$ cat config.mk
export PLATFORM = sky130hd
export DESIGN_NAME = sbmb_ctrl
export DESIGN_NICKNAME = d
export VERILOG_FILES = /design/src/rtl/sbmb_pkg.sv /design/src/rtl/sbmb_rst_sync.sv /design/src/rtl/sbmb_seq.sv /design/src/rtl/sbmb_regs.sv /design/src/rtl/sbmb_ctrl.sv
export SDC_FILE = /design/constraint.sdc
export NUM_CORES = 1
export LEC_CHECK = 0
export BUFFER_PORTS_ARGS = -buffer_cell sky130_fd_sc_hd__buf_2
export CAP_MARGIN = 5
export CORE_ASPECT_RATIO = 1.1
export CORE_MARGIN = 4
export CORE_UTILIZATION = 50
export CTS_CLUSTER_DIAMETER = 30
export CTS_CLUSTER_SIZE = 25
export DETAILED_ROUTE_END_ITERATION = 16
export GPL_TIMING_DRIVEN = 1
export PLACE_DENSITY_LB_ADDON = 0.08
export SETUP_SLACK_MARGIN = 0.5
export SKIP_LAST_GASP = 1
export SYNTH_ARGS = -nofsm -noshare
export SYNTH_HDL_FRONTEND = slang
export SYNTH_SLANG_ARGS = --single-unit
$ cat constraint.sdc
create_clock -name clk -period 4.36 [get_ports clk]
set_clock_uncertainty 0.05 [all_clocks]
set_input_delay 0.218 -clock clk [delete_from_list [all_inputs] [get_ports clk]]
set_output_delay 0.218 -clock clk [all_outputs]
set_load 0.1 [all_outputs]
$ cat src/rtl/sbmb_pkg.sv
package sbmb_pkg;

  // dword indices (byte address >> 2) of the register window
  localparam logic [5:0] IDX_ADDR = 6'h34;
  localparam logic [5:0] IDX_DATA = 6'h35;
  localparam logic [5:0] IDX_STRT = 6'h36;
  localparam logic [5:0] IDX_EXT  = 6'h37;
  localparam logic [5:0] IDX_HIDE = 6'h38;

  localparam int unsigned LANES = 4;

  typedef enum logic [1:0] {
    SQ_IDLE = 2'd0,
    SQ_REQ  = 2'd1,
    SQ_WAIT = 2'd2
  } sq_state_e;

  typedef struct packed {
    logic [7:0]  port;
    logic [15:0] offset;
    logic [7:0]  opcode;
    logic        posted;
    logic [3:0]  lane_mask;
    logic [2:0]  bar;
    logic [7:0]  fid;
    logic [31:0] eaddr;
    logic [31:0] data;
  } sb_req_t;

  function automatic logic [31:0] lane_merge(input logic [31:0] cur,
                                             input logic [31:0] upd,
                                             input logic [3:0]  be);
    logic [31:0] r;
    for (int i = 0; i < LANES; i++) begin
      r[i*8 +: 8] = be[i] ? upd[i*8 +: 8] : cur[i*8 +: 8];
    end
    return r;
  endfunction

endpackage

$ cat src/rtl/sbmb_rst_sync.sv
module sbmb_rst_sync #(
  parameter int unsigned STAGES = 2
) (
  input  logic clk,
  input  logic rst_n_in,
  output logic rst_n_out
);
  logic [STAGES-1:0] sh_q;

  always_ff @(posedge clk or negedge rst_n_in) begin
    if (!rst_n_in) sh_q <= '0;
    else           sh_q <= {sh_q[STAGES-2:0], 1'b1};
  end

  assign rst_n_out = sh_q[STAGES-1];
endmodule

$ cat src/rtl/sbmb_seq.sv
module sbmb_seq
  import sbmb_pkg::*;
(
  input  logic clk,
  input  logic rst_n,
  input  logic launch,
  input  logic posted,
  input  logic req_ready,
  input  logic rsp_valid,
  output logic req_valid,
  output logic busy,
  output logic rsp_load
);
  sq_state_e st_q, st_d;

  always_comb begin
    st_d = st_q;
    unique case (st_q)
      SQ_IDLE: if (launch)    st_d = SQ_REQ;
      SQ_REQ:  if (req_ready) st_d = posted ? SQ_IDLE : SQ_WAIT;
      SQ_WAIT: if (rsp_valid) st_d = SQ_IDLE;
      default:                st_d = SQ_IDLE;
    endcase
  end

  always_ff @(posedge clk or negedge rst_n) begin
    if (!rst_n) st_q <= SQ_IDLE;
    else        st_q <= st_d;
  end

  assign req_valid = (st_q == SQ_REQ);
  assign busy      = (st_q != SQ_IDLE);
  assign rsp_load  = (st_q == SQ_WAIT) && rsp_valid;
endmodule

$ cat src/rtl/sbmb_regs.sv
module sbmb_regs
  import sbmb_pkg::*;
#(
  parameter int unsigned CFG_AW = 6
) (
  input  logic              clk,
  input  logic              rst_n,
  input  logic              wr_en,
  input  logic [CFG_AW-1:0] idx,
  input  logic [3:0]        wr_be,
  input  logic [31:0]       wr_data,
  input  logic              busy,
  input  logic              rsp_load,
  input  logic [1:0]        rsp_status,
  input  logic [31:0]       rsp_data,
  output logic [31:0]       rd_data,
  output logic              hide_on,
  output logic              launch,
  output sb_req_t           stage
);
  localparam logic [CFG_AW-1:0] A_ADDR = CFG_AW'(IDX_ADDR);
  localparam logic [CFG_AW-1:0] A_DATA = CFG_AW'(IDX_DATA);
  localparam logic [CFG_AW-1:0] A_STRT = CFG_AW'(IDX_STRT);
  localparam logic [CFG_AW-1:0] A_EXT  = CFG_AW'(IDX_EXT);
  localparam logic [CFG_AW-1:0] A_HIDE = CFG_AW'(IDX_HIDE);

  logic [7:0]  port_q, port_d;
  logic [15:0] off_q, off_d;
  logic [7:0]  opc_q, opc_d;
  logic        pst_q, pst_d;
  logic [1:0]  code_q, code_d;
  logic [3:0]  lm_q, lm_d;
  logic [2:0]  bar_q, bar_d;
  logic [7:0]  fid_q, fid_d;
  logic [31:0] ext_q, ext_d;
  logic [7:0]  hide_q, hide_d;
  logic [31:0] data_q;
  logic        stage_ok;
  logic        cfg_en;

  assign stage_ok = wr_en && !busy && (hide_q == 8'h00);
  assign launch   = stage_ok && (idx == A_STRT) && wr_be[0] && wr_data[0];
  assign cfg_en   = stage_ok || rsp_load || (wr_en && (idx == A_HIDE));

  // next-state for control/address fields
  always_comb begin
    port_d = port_q; off_d = off_q; opc_d = opc_q; pst_d = pst_q;
    code_d = code_q; lm_d = lm_q; bar_d = bar_q; fid_d = fid_q;
    ext_d  = ext_q;  hide_d = hide_q;
    if (stage_ok) begin
      unique case (idx)
        A_ADDR: begin
          if (wr_be[3]) port_d       = wr_data[31:24];
          if (wr_be[1]) off_d[15:8]  = wr_data[15:8];
          if (wr_be[0]) off_d[7:0]   = wr_data[7:0];
        end
        A_STRT: begin
          if (wr_be[0]) begin
            pst_d  = wr_data[7];
            code_d = wr_data[2:1];
          end
          if (wr_be[1]) opc_d = wr_data[15:8];
          if (wr_be[2]) fid_d = wr_data[23:16];
          if (wr_be[3]) begin
            lm_d  = wr_data[31:28];
            bar_d = wr_data[26:24];
          end
        end
        A_EXT:  ext_d = lane_merge(ext_q, wr_data, wr_be);
        default: ;
      endcase
    end
    if (wr_en && (idx == A_HIDE) && wr_be[1]) hide_d = wr_data[15:8];
    if (rsp_load) code_d = rsp_status;
  end

  always_ff @(posedge clk or negedge rst_n) begin
    if (!rst_n) begin
      port_q <= '0; off_q <= '0; opc_q <= '0; pst_q <= 1'b0;
      code_q <= '0; lm_q  <= '0; bar_q <= '0; fid_q <= '0;
      ext_q  <= '0; hide_q <= '0;
    end else if (cfg_en) begin
      port_q <= port_d; off_q <= off_d; opc_q <= opc_d; pst_q <= pst_d;
      code_q <= code_d; lm_q  <= lm_d;  bar_q <= bar_d; fid_q <= fid_d;
      ext_q  <= ext_d;  hide_q <= hide_d;
    end
  end

  // data register: one enable per byte lane, response has priority
  for (genvar g = 0; g < LANES; g++) begin : g_data_lane
    logic       ln_en;
    logic [7:0] ln_d;
    assign ln_en = rsp_load || (stage_ok && (idx == A_DATA) && wr_be[g]);
    assign ln_d  = rsp_load ? rsp_data[g*8 +: 8] : wr_data[g*8 +: 8];
    always_ff @(posedge clk or negedge rst_n) begin
      if (!rst_n)     data_q[g*8 +: 8] <= '0;
      else if (ln_en) data_q[g*8 +: 8] <= ln_d;
    end
  end

  always_comb begin
    unique case (idx)
      A_ADDR:  rd_data = {port_q, 8'h00, off_q};
      A_DATA:  rd_data = data_q;
      A_STRT:  rd_data = {lm_q, 1'b0, bar_q, fid_q, opc_q, pst_q, 4'h0, code_q, busy};
      A_EXT:   rd_data = ext_q;
      A_HIDE:  rd_data = {16'h0000, hide_q, 8'h00};
      default: rd_data = 32'h0000_0000;
    endcase
    if (hide_q != 8'h00) rd_data = 32'hFFFF_FFFF;
  end

  assign hide_on = (hide_q != 8'h00);

  always_comb begin
    stage.port      = port_q;
    stage.offset    = off_q;
    stage.opcode    = opc_q;
    stage.posted    = pst_q;
    stage.lane_mask = lm_q;
    stage.bar       = bar_q;
    stage.fid       = fid_q;
    stage.eaddr     = ext_q;
    stage.data      = data_q;
  end
endmodule

$ cat src/rtl/sbmb_ctrl.sv
module sbmb_ctrl
  import sbmb_pkg::*;
#(
  parameter int unsigned CFG_AW    = 6,
  parameter int unsigned RST_STAGE = 2
) (
  input  logic              clk,
  input  logic              rst_n,
  input  logic              cfg_wr,
  input  logic [CFG_AW-1:0] cfg_addr,
  input  logic [3:0]        cfg_be,
  input  logic [31:0]       cfg_wdata,
  output logic [31:0]       cfg_rdata,
  output logic              sb_req_valid,
  input  logic              sb_req_ready,
  output logic [7:0]        sb_req_port,
  output logic [15:0]       sb_req_offset,
  output logic [7:0]        sb_req_opcode,
  output logic              sb_req_posted,
  output logic [3:0]        sb_req_be,
  output logic [2:0]        sb_req_bar,
  output logic [7:0]        sb_req_fid,
  output logic [31:0]       sb_req_eaddr,
  output logic [31:0]       sb_req_data,
  input  logic              sb_rsp_valid,
  input  logic [1:0]        sb_rsp_status,
  input  logic [31:0]       sb_rsp_data
);
  logic    rst_sync_n;
  logic    busy;
  logic    launch;
  logic    rsp_load;
  logic    hide_on;
  sb_req_t stage;

  sbmb_rst_sync #(.STAGES(RST_STAGE)) u_rst (
    .clk       (clk),
    .rst_n_in  (rst_n),
    .rst_n_out (rst_sync_n)
  );

  sbmb_regs #(.CFG_AW(CFG_AW)) u_regs (
    .clk        (clk),
    .rst_n      (rst_sync_n),
    .wr_en      (cfg_wr),
    .idx        (cfg_addr),
    .wr_be      (cfg_be),
    .wr_data    (cfg_wdata),
    .busy       (busy),
    .rsp_load   (rsp_load),
    .rsp_status (sb_rsp_status),
    .rsp_data   (sb_rsp_data),
    .rd_data    (cfg_rdata),
    .hide_on    (hide_on),
    .launch     (launch),
    .stage      (stage)
  );

  sbmb_seq u_seq (
    .clk       (clk),
    .rst_n     (rst_sync_n),
    .launch    (launch),
    .posted    (stage.posted),
    .req_ready (sb_req_ready),
    .rsp_valid (sb_rsp_valid),
    .req_valid (sb_req_valid),
    .busy      (busy),
    .rsp_load  (rsp_load)
  );

  assign sb_req_port   = stage.port;
  assign sb_req_offset = stage.offset;
  assign sb_req_opcode = stage.opcode;
  assign sb_req_posted = stage.posted;
  assign sb_req_be     = stage.lane_mask;
  assign sb_req_bar    = stage.bar;
  assign sb_req_fid    = stage.fid;
  assign sb_req_eaddr  = stage.eaddr;
  assign sb_req_data   = stage.data;
endmodule

# Word-level counts from Yosys, hierarchy flattened
# Cells that the tools add are included.
op_classes:
  n_addsub: 0
  multipliers: 0
  n_div: 0
  n_lt_le_gt_ge: 0
  n_eq_ne: 10
  shift: 0
  n_mux: 15
  bitwise: 0
  reduce_logical: 41
ops:
  columns: ["cell", "count"]
  rows:
  - ["case mux 32 bit (5 select lines)", 1]
  - ["AND reduction 4 bit", 12]
  - ["two-way mux 32 bit", 1]
  - ["two-way mux 8 bit", 4]
  - ["equality test 6 bit (second input constant)", 5]
  - ["two-way mux 2 bit", 8]
  - ["logical AND 1 bit", 13]
  - ["logical NOT 8 bit", 1]
  - ["nonzero test 2 bit", 4]
  - ["nonzero test 8 bit", 1]
  - ["logical OR 1 bit", 6]
  - ["case mux 2 bit (3 select lines)", 1]
  - ["!= test 2 bit (second input constant)", 2]
  - ["AND reduction 3 bit", 1]
  - ["equality test 2 x 1 -> 1 bit (second input constant)", 1]
  - ["equality test 2 bit (second input constant)", 1]
  - ["logical NOT 2 bit", 1]
  - ["!= test 2 x 1 -> 1 bit (second input constant)", 1]
  - ["AND reduction 2 bit", 1]
  - ["logical NOT 1 bit", 1]
word_totals:
  reg_bits: 126
  latchBits: 0
  ramBits: 0
  mem_bits_ro: 0
  in_bits: 81
  out_inout_bits: 145
  elab_cells: 86
  mem_count: 0

# Longest topological paths before layout
depth:
  depth_word: 9
  depth_mapped: 6
  depth_no_buf: 4

# By module
# Synthesis repeated with hierarchy kept, for this count alone.
unflattened:
  hier_cells: 470
  hier_area_um2: 5982.0
by_module_without_submodules:
  columns: ["mod", "instances", "cells_each", "area_each_um2", "seq_area_each_um2"]
  rows:
  - ["sbmb_regs", 1, 455, 5818.1, 3052.9]
  - ["sbmb_seq", 1, 12, 110.1, 50.0]
  - ["sbmb_rst_sync", 1, 3, 53.8, 50.0]

# Worst setup path after synthesis
# No wires, ideal clock.
synth_timing:
  path_type: "input-to-output"
  from: "input cfg_addr[3]"
  to: "output cfg_rdata[20]"
  arrival_time_ns: 2.021
  path_slack_ns: 2.071
  cell_stages: 6
  cell_sequence: "nand4b_1 > nor3b_1 > clkbuf_1 > clkbuf_1 > a221oi_1 > nand2_1"
synth_between:
  elab_chain_cells: 3
  word_cells_on_any_way: 7
synth_lines:
  columns: ["item", "line", "rtl"]
  rows:
  - ["start: declaration", "sbmb_ctrl.sv:10", "input logic [CFG_AW-1:0] cfg_addr,"]
  - ["equality test 6 bit", "sbmb_regs.sv:102", "unique case (idx)"]
  - ["case mux 32 bit (5 select lines) (*)", "sbmb_regs.sv:102", null]
  - ["two-way mux 32 bit (*)", "sbmb_regs.sv:110", "if (hide_q != 8'h00) rd_data = 32'hFFFF_FFFF;"]
  - ["end: declaration", "sbmb_ctrl.sv:13", "output logic [31:0] cfg_rdata,"]
# Mark *: on every way between the ends. The rest lies on a longest branch, timed or not.

# Worst setup path after layout
layout_timing:
  from: "register u_regs.hide_q[0]"
  to: "output cfg_rdata[0]"
layout_between:
  elab_chain_cells: 2
layout_lines:
  columns: ["item", "line", "rtl"]
  rows:
  - ["start: declaration", "sbmb_regs.sv:36", "logic [7:0] hide_q, hide_d;"]
  - ["start signal: assignment", "sbmb_regs.sv:85", "ext_q <= ext_d; hide_q <= hide_d;"]
  - ["nonzero test 8 bit", "sbmb_regs.sv:110", null]
  - ["two-way mux 32 bit", "sbmb_regs.sv:110", null]
# Every way passes these cells.

==> flow_results.org <==
** Run status
- Status :: completed

** STA
- Measured slew at the worst slew-check pin :: 946 ps
- In the finished design, the share of the clock period the worst path needs comes to 63.8%.
- The count of endpoints failing hold in the final timing report was 0.
- RSZ-0062 raised after global routing :: no
- For the final routed database, the setup TNS stands at 0 ps.
- The routed design could run at a clock period as short as 2780 ps.
- Headroom to the max-slew limit came out at 36.6%.
- Highest clock frequency the design can meet :: 359 MHz
- Setup violations remaining at the end of the flow were counted as 0.
- The max-slew violation count was 0.

** Setup path
- The worst register-to-register path has a setup slack of 1580 ps.
- Worst path arrival time :: 2510 ps
- Total buffers and inverters traversed by the critical path :: 1
- Among cell families on the critical path, the largest total delay comes from simple AND/OR/NAND/NOR gates.
- CP Launch Type :: flip-flop
- Type of the worst setup path :: reg2out
- Traced cell by cell, the critical path runs through nor4_4 -> nand2_4 -> a221oi_1 -> nand2_1 -> buf_2.
- STA classifies the critical path endpoint as an output pin.
- The slowest stage of the critical path is the nor4_4 cell.
- In this run the worst path has a maximum fanout of 35.
- On the worst path, the slowest cell contributes a delay of 500 ps.
- Required time worst endpoint :: 4090 ps

** Power
- Static Leakage :: 4.03 nW
- Sw power :: 0.00276 W
- The share of total power dissipated in sequential elements is 26.5%.
- The worst-case IR drop observed on VDD is 0.000440 V.
- Power spread over the standard cell area amounts to 690 mW/mm².
- Design internal power :: 0.00271 W
- In this run switching power makes up 50.5% of total power.
- Portion of total power attributed to combinational logic :: 45.7%
- Fraction of power consumed by the clock network :: 27.8%

** Placed design
- Summed over all nets, the half-perimeter wirelength after detailed placement is 12.9 mm.
- Routability Congestion :: 0.834
- Count of input and output buffers :: 225

** Clocking
- Count of H-tree levels built during CTS :: 4
- Clock Pin Slew Worst Setup and Hold Paths :: 60 ps
- Later-pin clock latency in the skew report :: 410 ps
- In this run the post-CTS setup repair buffer count came out at 0.
- Clk Tree Root Cell :: clkbuf_16
- Clock Tree Buf Depth :: 2
- The tree built by TritonCTS fans out to 126 sinks.
- TritonCTS clock tree :: built
- Cts bufs inserted :: 17

** Yosys
- The average instance in the mapped netlist occupies 11.2 µm².
- Dominant register cell in the synthesized netlist :: dfrtp_1
- Counting flops and latches in the post-synthesis netlist gives 126.
- For this run, the register share of the synthesized area comes to 52.5%.
- Synthesis produced a netlist whose cell count is 535.
- In this run the cell area of the synthesized design comes to 0.00600 mm².
- Synth Warn # :: 0
- Post-Synthesis Net Count :: 616
- The synthesized netlist contains 34 unique library cells.
- Counting flops with an async set or reset pin after synthesis yields a share of 100%.
- In this run, synthesis inferred 0 flip-flops with an integrated enable.

** Global route
- Tot GR Track Use :: 27.5%
- Largest net degree at the start of global routing :: 72
- The total overflow left after global routing is 0.
- Wire length of the first global-routing pass :: 29.6 mm
- The number of global-route vias before repair came to 5,597.
- The number of antenna violations at the first check in global routing was 1.

** Hold path
- The tightest min-delay check is of the in2reg type.

** Die
- For this configuration, the core starts out at a cell density of 51.8%.
- The floorplan step set the die height to 123 µm.
- Placeable Area :: 0.0116 mm²
- Cell Rows :: 41
- The floorplan step defined a die boundary enclosing 0.0138 mm².
- From left edge to right edge, the die measures 112 µm.
- During I/O placement, the number of pins put on the boundary was 226.

** Layout
- Compared with the post-synthesis result, the final layout area differs by 32.2%.
- Most frequent standard cell in the layout excluding fill and tap cells :: buf_2
- In the final layout, flip-flops and latches occupy 0.00316 mm².
- Fraction of final layout cells sized beyond drive strength 1 :: 47.8%
- Combined area of the multi-input logic cells :: 0.00272 mm²
- The layout has 956 filler cells.
- Cells fill 68.4% of the core in the end.
- Fin nets :: 835
- Commonest non-fill, non-tap cells in the layout :: buf_2 (225), dfrtp_1 (125), mux2_2 (79), nand2_1 (48), nand3_1 (40)

** Run
- The tool flagged a number of max-cap violations equal to 0.

** Drt
- Number of detailed-route iterations in the first pass :: 7
- The count of nets left with antenna violations once routing finished came out at 0.
- DR vias :: 5,509
- Violation count after the first detailed-route iteration :: 400
- Number of vias per cell :: 5.99
- For this block, the routed nets add up to 18.9 mm of wire.
- Drt wl/cell :: 20.6 µm
- After detailed routing, the number of remaining DRC violations is 0.
[power groups by stage]
stage	combinational, W	sequential (W)	clock, W
after floorplan	0.00110	0.00244	0
after global placement	0.00249	0.00146	0
after detailed placement	0.00250	0.00146	0
after CTS	0.00251	0.00145	0.00154
after global routing	0.00258	0.00147	0.00160
final	0.00250	0.00145	0.00152
[state kept, by name, indices dropped and copies added, names as in the netlist]
name and cells:
u_rst.sh_q 2, u_regs.off_q 16, u_regs.lm_q 4, u_regs.code_q 2, u_regs.pst_q 1, u_regs.fid_q 8
u_regs.opc_q 8, u_regs.port_q 8, u_regs.bar_q 3, u_regs.hide_q 8, u_regs.ext_q 32, u_seq.st_q 2
u_regs.stage 32
[metrics by stage]
| step | area, µm² | instances | worst slack (ps) | power (W) | hold slack (ps) |
|---|---|---|---|---|---|
| 6_report | 7930 | 919 | 1580 | 0.00547 | 18.1 |
| 5_1_grt | 7930 | 917 | 1350 | 0.00564 | 2.30 |
| 4_1_cts | 7930 | 916 | 1550 | 0.00549 | 3.05 |
| 3_5_place_dp | 7260 | 882 | 1580 | 0.00397 | -44.2 |
| 3_3_place_gp | 7260 | 882 | 1640 | 0.00394 | -47.2 |
| 2_1_floorplan | 6000 | 535 | 540 | 0.00355 | -128 |
[final timing paths]
path,start,end,cells past startpoint
worst max-delay path,u_regs.hide_q[0]$_DFFE_PN0P_,cfg_rdata[0],5
worst min-delay path,cfg_wdata[19],u_regs.ext_q[19]$_DFFE_PN0P_,2
worst max register to register,u_regs.hide_q[0]$_DFFE_PN0P_,u_regs.ext_q[29]$_DFFE_PN0P_,4
worst min register to register,u_rst.sh_q[1]$_DFF_PN0_,u_regs.ext_q[19]$_DFFE_PN0P_,0
max in group asynchronous,u_rst.sh_q[1]$_DFF_PN0_,u_seq.st_q[0]$_DFFE_PN0P_,1
min in group asynchronous,rst_n,u_rst.sh_q[0]$_DFF_PN0_,2
[cells by family (layout without fill, tap and decap cells)]
logic type | count (synthesis) | after routing | share of synthesized area (%)
mux | 87 | 87 | 16.8
buf+inv | 39 | 270 | 2.46
flops | 126 | 126 | 52.5
other cells | 1 | 4 | 0.0625
simple gates | 160 | 160 | 14.4
compound gates | 122 | 122 | 13.7
[layer usage]
| layer | up-vias | global-route usage [%] | routed length, µm |
|---|---|---|---|
| li1 | 2450 | - | - |
| met1 | 2755 | 35.8 | 7740 |
| met2 | 278 | 44.6 | 9300 |
| met3 | 26 | 8.03 | 1540 |
| met4 | 0 | 8.79 | 336 |
| met5 | - | 0 | 0 |
[cell type report]
type | instances | area share (%)
sequential | 126 | 39.8
multi-input combinational | 370 | 34.2
timing repair buffer | 237 | 15.4
clock buffer | 25 | 6.37
tap | 150 | 2.37
clock inverter | 6 | 1.64
inverter | 2 | 0.0946
antenna | 3 | 0.0946
[synthesized netlist by cell type (all sizes together), types with 2 or more instances]
library cell	n	area share, %
a221oi	32	4.7
a22oi	19	2.4
a31oi	34	3.5
and3	4	0.42
buf	5	0.33
clkbuf	32	2.0
dfrtp	126	53
inv	2	0.13
mux2	87	17
nand2	49	3.2
nand2b	2	0.21
nand3	40	3.3
nand3b	3	0.38
nor2	41	2.7
nor3	2	0.35
nor3b	2	0.25
nor4	6	2.0
nor4bb	3	0.50
o21ai	36	3.0
or4	3	0.38
[worst register-to-register path: cells and delay by family, from the launching register on]
kind          cells  cell delay (ps)
flops             1              420
mux               1              420
simple gates      3             1770
[repair_timing]
item / CTS / global route
resized for setup: 0 / 0
hold buffers: 3 / 0
endpoints found under the hold margin: 4 / 0
Note: power is estimated with default switching activity, not from simulation.
